File: src/rtl/eval_stack.sv
module eval_stack #(
  parameter int W     = 32,
  parameter int DEPTH = 64,
  localparam int PW   = $clog2(DEPTH)
) (
  input  logic          clk,
  input  logic          rst_n,
  input  logic          op_valid,
  input  logic [1:0]    step_code,
  input  logic          save_top,
  input  logic [W-1:0]  new_top,
  output logic [W-1:0]  top_word,
  output logic [W-1:0]  next_word,
  output logic [PW-1:0] sp,
  output logic          err
);

  localparam logic [PW:0] LIMIT = DEPTH[PW:0];

  logic [W-1:0]  mem [DEPTH];
  logic [PW+1:0] step, sum;
  logic          out_of_range, commit;

  always_comb begin
    case (step_code)
      2'b01:   step = {{(PW+1){1'b0}}, 1'b1};
      2'b11:   step = '1;
      default: step = '0;
    endcase
  end

  assign sum          = {2'b00, sp} + step;
  assign out_of_range = sum[PW+1] | (sum[PW:0] >= LIMIT);
  assign commit       = op_valid & ~out_of_range;
  assign next_word    = mem[sp];

  always_ff @(posedge clk or negedge rst_n) begin
    if (!rst_n) begin
      sp       <= '0;
      top_word <= '0;
      err      <= 1'b0;
    end else begin
      err <= op_valid & out_of_range;
      if (commit) begin
        sp       <= sum[PW-1:0];
        top_word <= new_top;
      end
    end
  end

  always_ff @(posedge clk or negedge rst_n) begin
    if (!rst_n) begin
      for (int i = 0; i < DEPTH; i++) mem[i] <= '0;
    end else if (commit && save_top) begin
      mem[sum[PW-1:0]] <= top_word;
    end
  end

endmodule


File: config.mk
export PLATFORM = sky130hd
export DESIGN_NAME = eval_stack
export DESIGN_NICKNAME = d
export VERILOG_FILES = /design/src/rtl/eval_stack.sv
export SDC_FILE = /design/constraint.sdc
export NUM_CORES = 2
export LEC_CHECK = 0
export BUFFER_PORTS_ARGS = -buffer_cell sky130_fd_sc_hd__buf_2
export CAP_MARGIN = 30
export CORE_MARGIN = 4
export CORE_UTILIZATION = 45
export DETAILED_ROUTE_END_ITERATION = 8
export SETUP_SLACK_MARGIN = 0.15
export SYNTH_ARGS = -nofsm -noshare
export SYNTH_HDL_FRONTEND = slang
export SYNTH_SLANG_ARGS = --single-unit
File: constraint.sdc
create_clock -name clk -period 5.53 [get_ports clk]
set_input_delay 1.3825 -clock clk [delete_from_list [all_inputs] [get_ports clk]]
set_output_delay 1.3825 -clock clk [all_outputs]
set_load 0.02 [all_outputs]
==> results.py <==
metrics = {
    "sta": {
        "slew_viol_final": 0,
        "min_period_over_period_pct": 95.8,
        "skew_ns": 0.0583,
        "tns_ns": 0,
        "period_needed_ns": 5.30,
        "setup_viol": 0,
        "max_freq_mhz": 189,
        "worst_pin_slew_ns": 0.963,
        "hold_viol": 0,
        "rsz0062_at_grt": "false",
        "maxSlewHeadroom_pct": 35.8,
    },
    "worst_setup_path": {
        "path_delay_family": "buffers and inverters",
        "worstReg2RegStart": "sp[0]$_DFFE_PN0P_",
        "slowest_delay_ns": 0.68,
        "path_cells": "buf_12 -> buf_12 -> mux4_2 -> a22oi_1 -> a21oi_1 -> or4_1 -> buf_2",
        "rr_endpoint": "mem[1022]$_DFFE_PN0P_",
        "cp-startpoint": "sp[2]$_DFFE_PN0P_",
        "critPathMostFrequentCell": "buf_12",
        "arrival_ns": 3.92,
        "startpoint_type": "flop",
        "cp.required_ns": 4.15,
        "crit_type": "flop to output pin",
        "reg2reg_depth": 13,
        "crit_fanout": 51,
        "endpoint": "next_word[31]",
        "critical-path-slowest-cell": "or4_1",
        "path_depth": 7,
        "timing.critical_path.buf_inv": 3,
        "r2r_slack_ns": 1.09,
        "critPathCaptureType": "output pin",
    },
    "place": {
        "io_buffers": 108,
        "place_area_um2": 99000,
        "post-dp-hpwl_um": 154000,
        "place_congestion": 0.813,
    },
    "power_and_ir_drop": {
        "finalPower_mw": 57.4,
        "cellLeakagePower_nw": 50.1,
        "power_frac_seq_pct": 40.6,
        "switchingPower_mw": 18.3,
        "ir_worst_vdd_uv": 397,
        "swShare_pct": 31.9,
        "power_frac_clock_pct": 26.0,
        "powerDensity_nw_per_um2": 538,
        "comb_power_share_pct": 33.4,
        "power.internal_mw": 39.1,
    },
    "route": {
        "drtIter0Drc": 3933,
        "first_pass_iters": 5,
        "post_drt_via_cell_ratio": 6.00,
        "drc": 0,
        "routedWlPerCell_um": 29.7,
        "ant_nets": 0,
        "routed_wl_um": 264000,
        "vias": 53356,
    },
    "cts": {
        "cts_tree": "done",
        "clkLatencyLatePin_ns": 0.87,
        "cts-root-buf": "clkbuf_16",
        "clock_sinks": 2087,
        "cts_buffers": 223,
        "clock_path_buffers": 3,
        "clk_pin_slew_ns": 0.06,
        "h-tree-depth": 4,
    },
    "global_route": {
        "grt_overflow_total": 0,
        "grt_pass1_vias": 57291,
        "grt_max_degree": 159,
        "grt_pass1_wl_um": 393000,
        "antenna_found_initial": 9,
        "grtUsageTotal_pct": 24.4,
    },
    "yosys": {
        "ys_seq_area_share_pct": 55.4,
        "syn_avg_cell_area_um2": 15.9,
        "synth_fp_nets": 5964,
        "netlist_instances": 5924,
        "synth_edf_count": 0,
        "yosysWarnings": 0,
        "synth_top_flop_cell": "dfrtp_1",
        "synth_area_um2": 94200,
        "ys_ff_latch": 2087,
        "synth_cell_types": 59,
        "postSynth.asyncResetShare_pct": 100,
    },
    "floorplan": {
        "coreArea_um2": 208000,
        "dieArea_um2": 217000,
        "fp.dieH_um": 466,
        "initial_utilization_pct": 45.4,
        "rows": 167,
        "io_pins": 109,
        "die_x_um": 466,
    },
    "finish": {
        "drive_gt1_share_pct": 53.9,
        "layout_commonest_cell": "dfrtp_1",
        "nFillCells": 17261,
        "nets": 5953,
        "mostFrequentLayoutCells": "dfrtp_1, mux2_2, mux4_2",
        "regArea_um2": 52300,
        "syn_to_final_growth_pct": 13.2,
        "final_area_um2": 107000,
        "multi_input_area_um2": 39500,
    },
    "worst_hold_path": {
        "min_path_type": "flop to flop",
        "hp-start": "sp[5]$_DFFE_PN0P_",
    },
    "outcome": {
        "status": "complete, no violations",
    },
    "job": {
        "maxCapViolCount": 0,
    },
}
-- cells in the mapped netlist (3+ instances only) --
| cell | count | area [µm²] |
|---|---|---|
| dfrtp_1 | 2087 | 52200 |
| mux2_2 | 1896 | 21400 |
| mux4_2 | 512 | 11500 |
| clkbuf_1 | 347 | 1300 |
| a22oi_1 | 234 | 1760 |
| buf_2 | 188 | 941 |
| mux2_1 | 187 | 2110 |
| a21oi_1 | 119 | 596 |
| buf_1 | 53 | 199 |
| buf_4 | 45 | 338 |
| or4_1 | 22 | 165 |
| nand3_1 | 19 | 95.1 |
| nor3_1 | 19 | 95.1 |
| nor2_1 | 17 | 63.8 |
| nand2_1 | 16 | 60.1 |
| nor2b_1 | 16 | 100 |
| nor3_2 | 15 | 150 |
| o21ai_0 | 12 | 60.1 |
| a211oi_1 | 11 | 82.6 |
| and3_1 | 11 | 68.8 |
| mux2i_1 | 10 | 100 |
| o221ai_1 | 9 | 78.8 |
| nand3_2 | 8 | 80.1 |
| nor3_4 | 8 | 130 |
| or3_1 | 8 | 50.1 |
| xnor2_1 | 6 | 52.6 |
| nand2b_1 | 4 | 25.0 |
| nand3b_1 | 3 | 22.5 |
| xor2_1 | 3 | 26.3 |
-- state kept, by name (all words and copies together) (netlist names) --
signal    cells
err           1
mem        2048
sp            6
top_word     32
-- timing repair --
action | CTS | global route
gates cloned | 1 | 0
setup buffers | 13 | 5
hold buffers | 0 | 0
pin swaps | 0 | 1
gates resized for setup | 7 | 0
endpoints found under the setup margin | 23 | 1
-- stage by stage --
step | std cells | util (%) | hold slack [ns] | setup WS [ns]
after global routing | 8887 | 51.3 | 0.494 | 0.165
after global placement | 8456 | 47.7 | 0.461 | 0.321
after detailed placement | 8457 | 47.7 | 0.464 | 0.344
final | 8889 | 51.3 | 0.477 | 0.231
after floorplan | 5924 | - | 0.452 | 0.965
after CTS | 8877 | 51.3 | 0.476 | 0.0975
-- how the worst min path moves through the flow --
stage                                  to  slack, ns  cells after the start
global placement        sp[5]$_DFFE_PN0P_       0.46                      1
CTS                     sp[5]$_DFFE_PN0P_       0.48                      1
finish                  sp[5]$_DFFE_PN0P_       0.48                      1
detailed placement      sp[5]$_DFFE_PN0P_       0.46                      1
global route        mem[1517]$_DFFE_PN0P_       0.49                      1
floorplan           mem[1381]$_DFFE_PN0P_       0.45                      1
-- worst reg2reg max path: stages, from the launching register on --
cell and delay (ns):
dfrtp_4 0.49, buf_12 0.15, buf_4 0.14, buf_12 0.19
ha_1 0.38, ha_1 0.30, a21bo_2 0.24, o21a_1 0.27
xor2_2 0.33, nand3_1 0.32, buf_4 0.28, or3_2 0.44
buf_4 0.36, mux2_2 0.43
-- power by group through the flow --
stage / registers (mW) / clock network (mW) / logic [mW]
floorplan: 22.7 / 0 / 13.2
global placement: 23.4 / 0 / 18.6
detailed placement: 23.6 / 0 / 19.0
CTS: 23.3 / 15.3 / 19.3
global route: 23.9 / 15.9 / 20.4
finish: 23.3 / 14.9 / 19.2
-- cell families after synthesis --
| logic type | Yosys count | synth area share [%] |
|---|---|---|
| AOI/OAI and AO/OA | 401 | 2.87 |
| xor gates and xnor gates | 11 | 0.118 |
| adders and majority gates | 2 | 0.0266 |
| buffers and inverters | 636 | 2.98 |
| DFF | 2087 | 55.4 |
| muxes | 2605 | 37.2 |
| and+or+nand+nor | 182 | 1.33 |
-- area by class of cell --
| type | instances | area share (%) |
|---|---|---|
| Multi-Input combinational cell | 3202 | 37.0 |
| Sequential cell | 2087 | 49.0 |
| Antenna cell | 7 | 0.0164 |
| Timing Repair Buffer | 398 | 3.74 |
| Tap cell | 2788 | 3.27 |
| Clock buffer | 347 | 6.23 |
| Inverter | 1 | 0.00352 |
| Clock inverter | 59 | 0.677 |
-- routing by layer --
metal / up-vias / share of wire (%) / global-route usage (%)
met5: - / 0 / 0
li1: 22180 / - / -
met1: 29682 / 44 / 33.3
met4: 0 / 3.4 / 8.11
met2: 1120 / 49 / 40.1
met3: 374 / 4.0 / 3.65
Power figures use the tool's default switching activity.
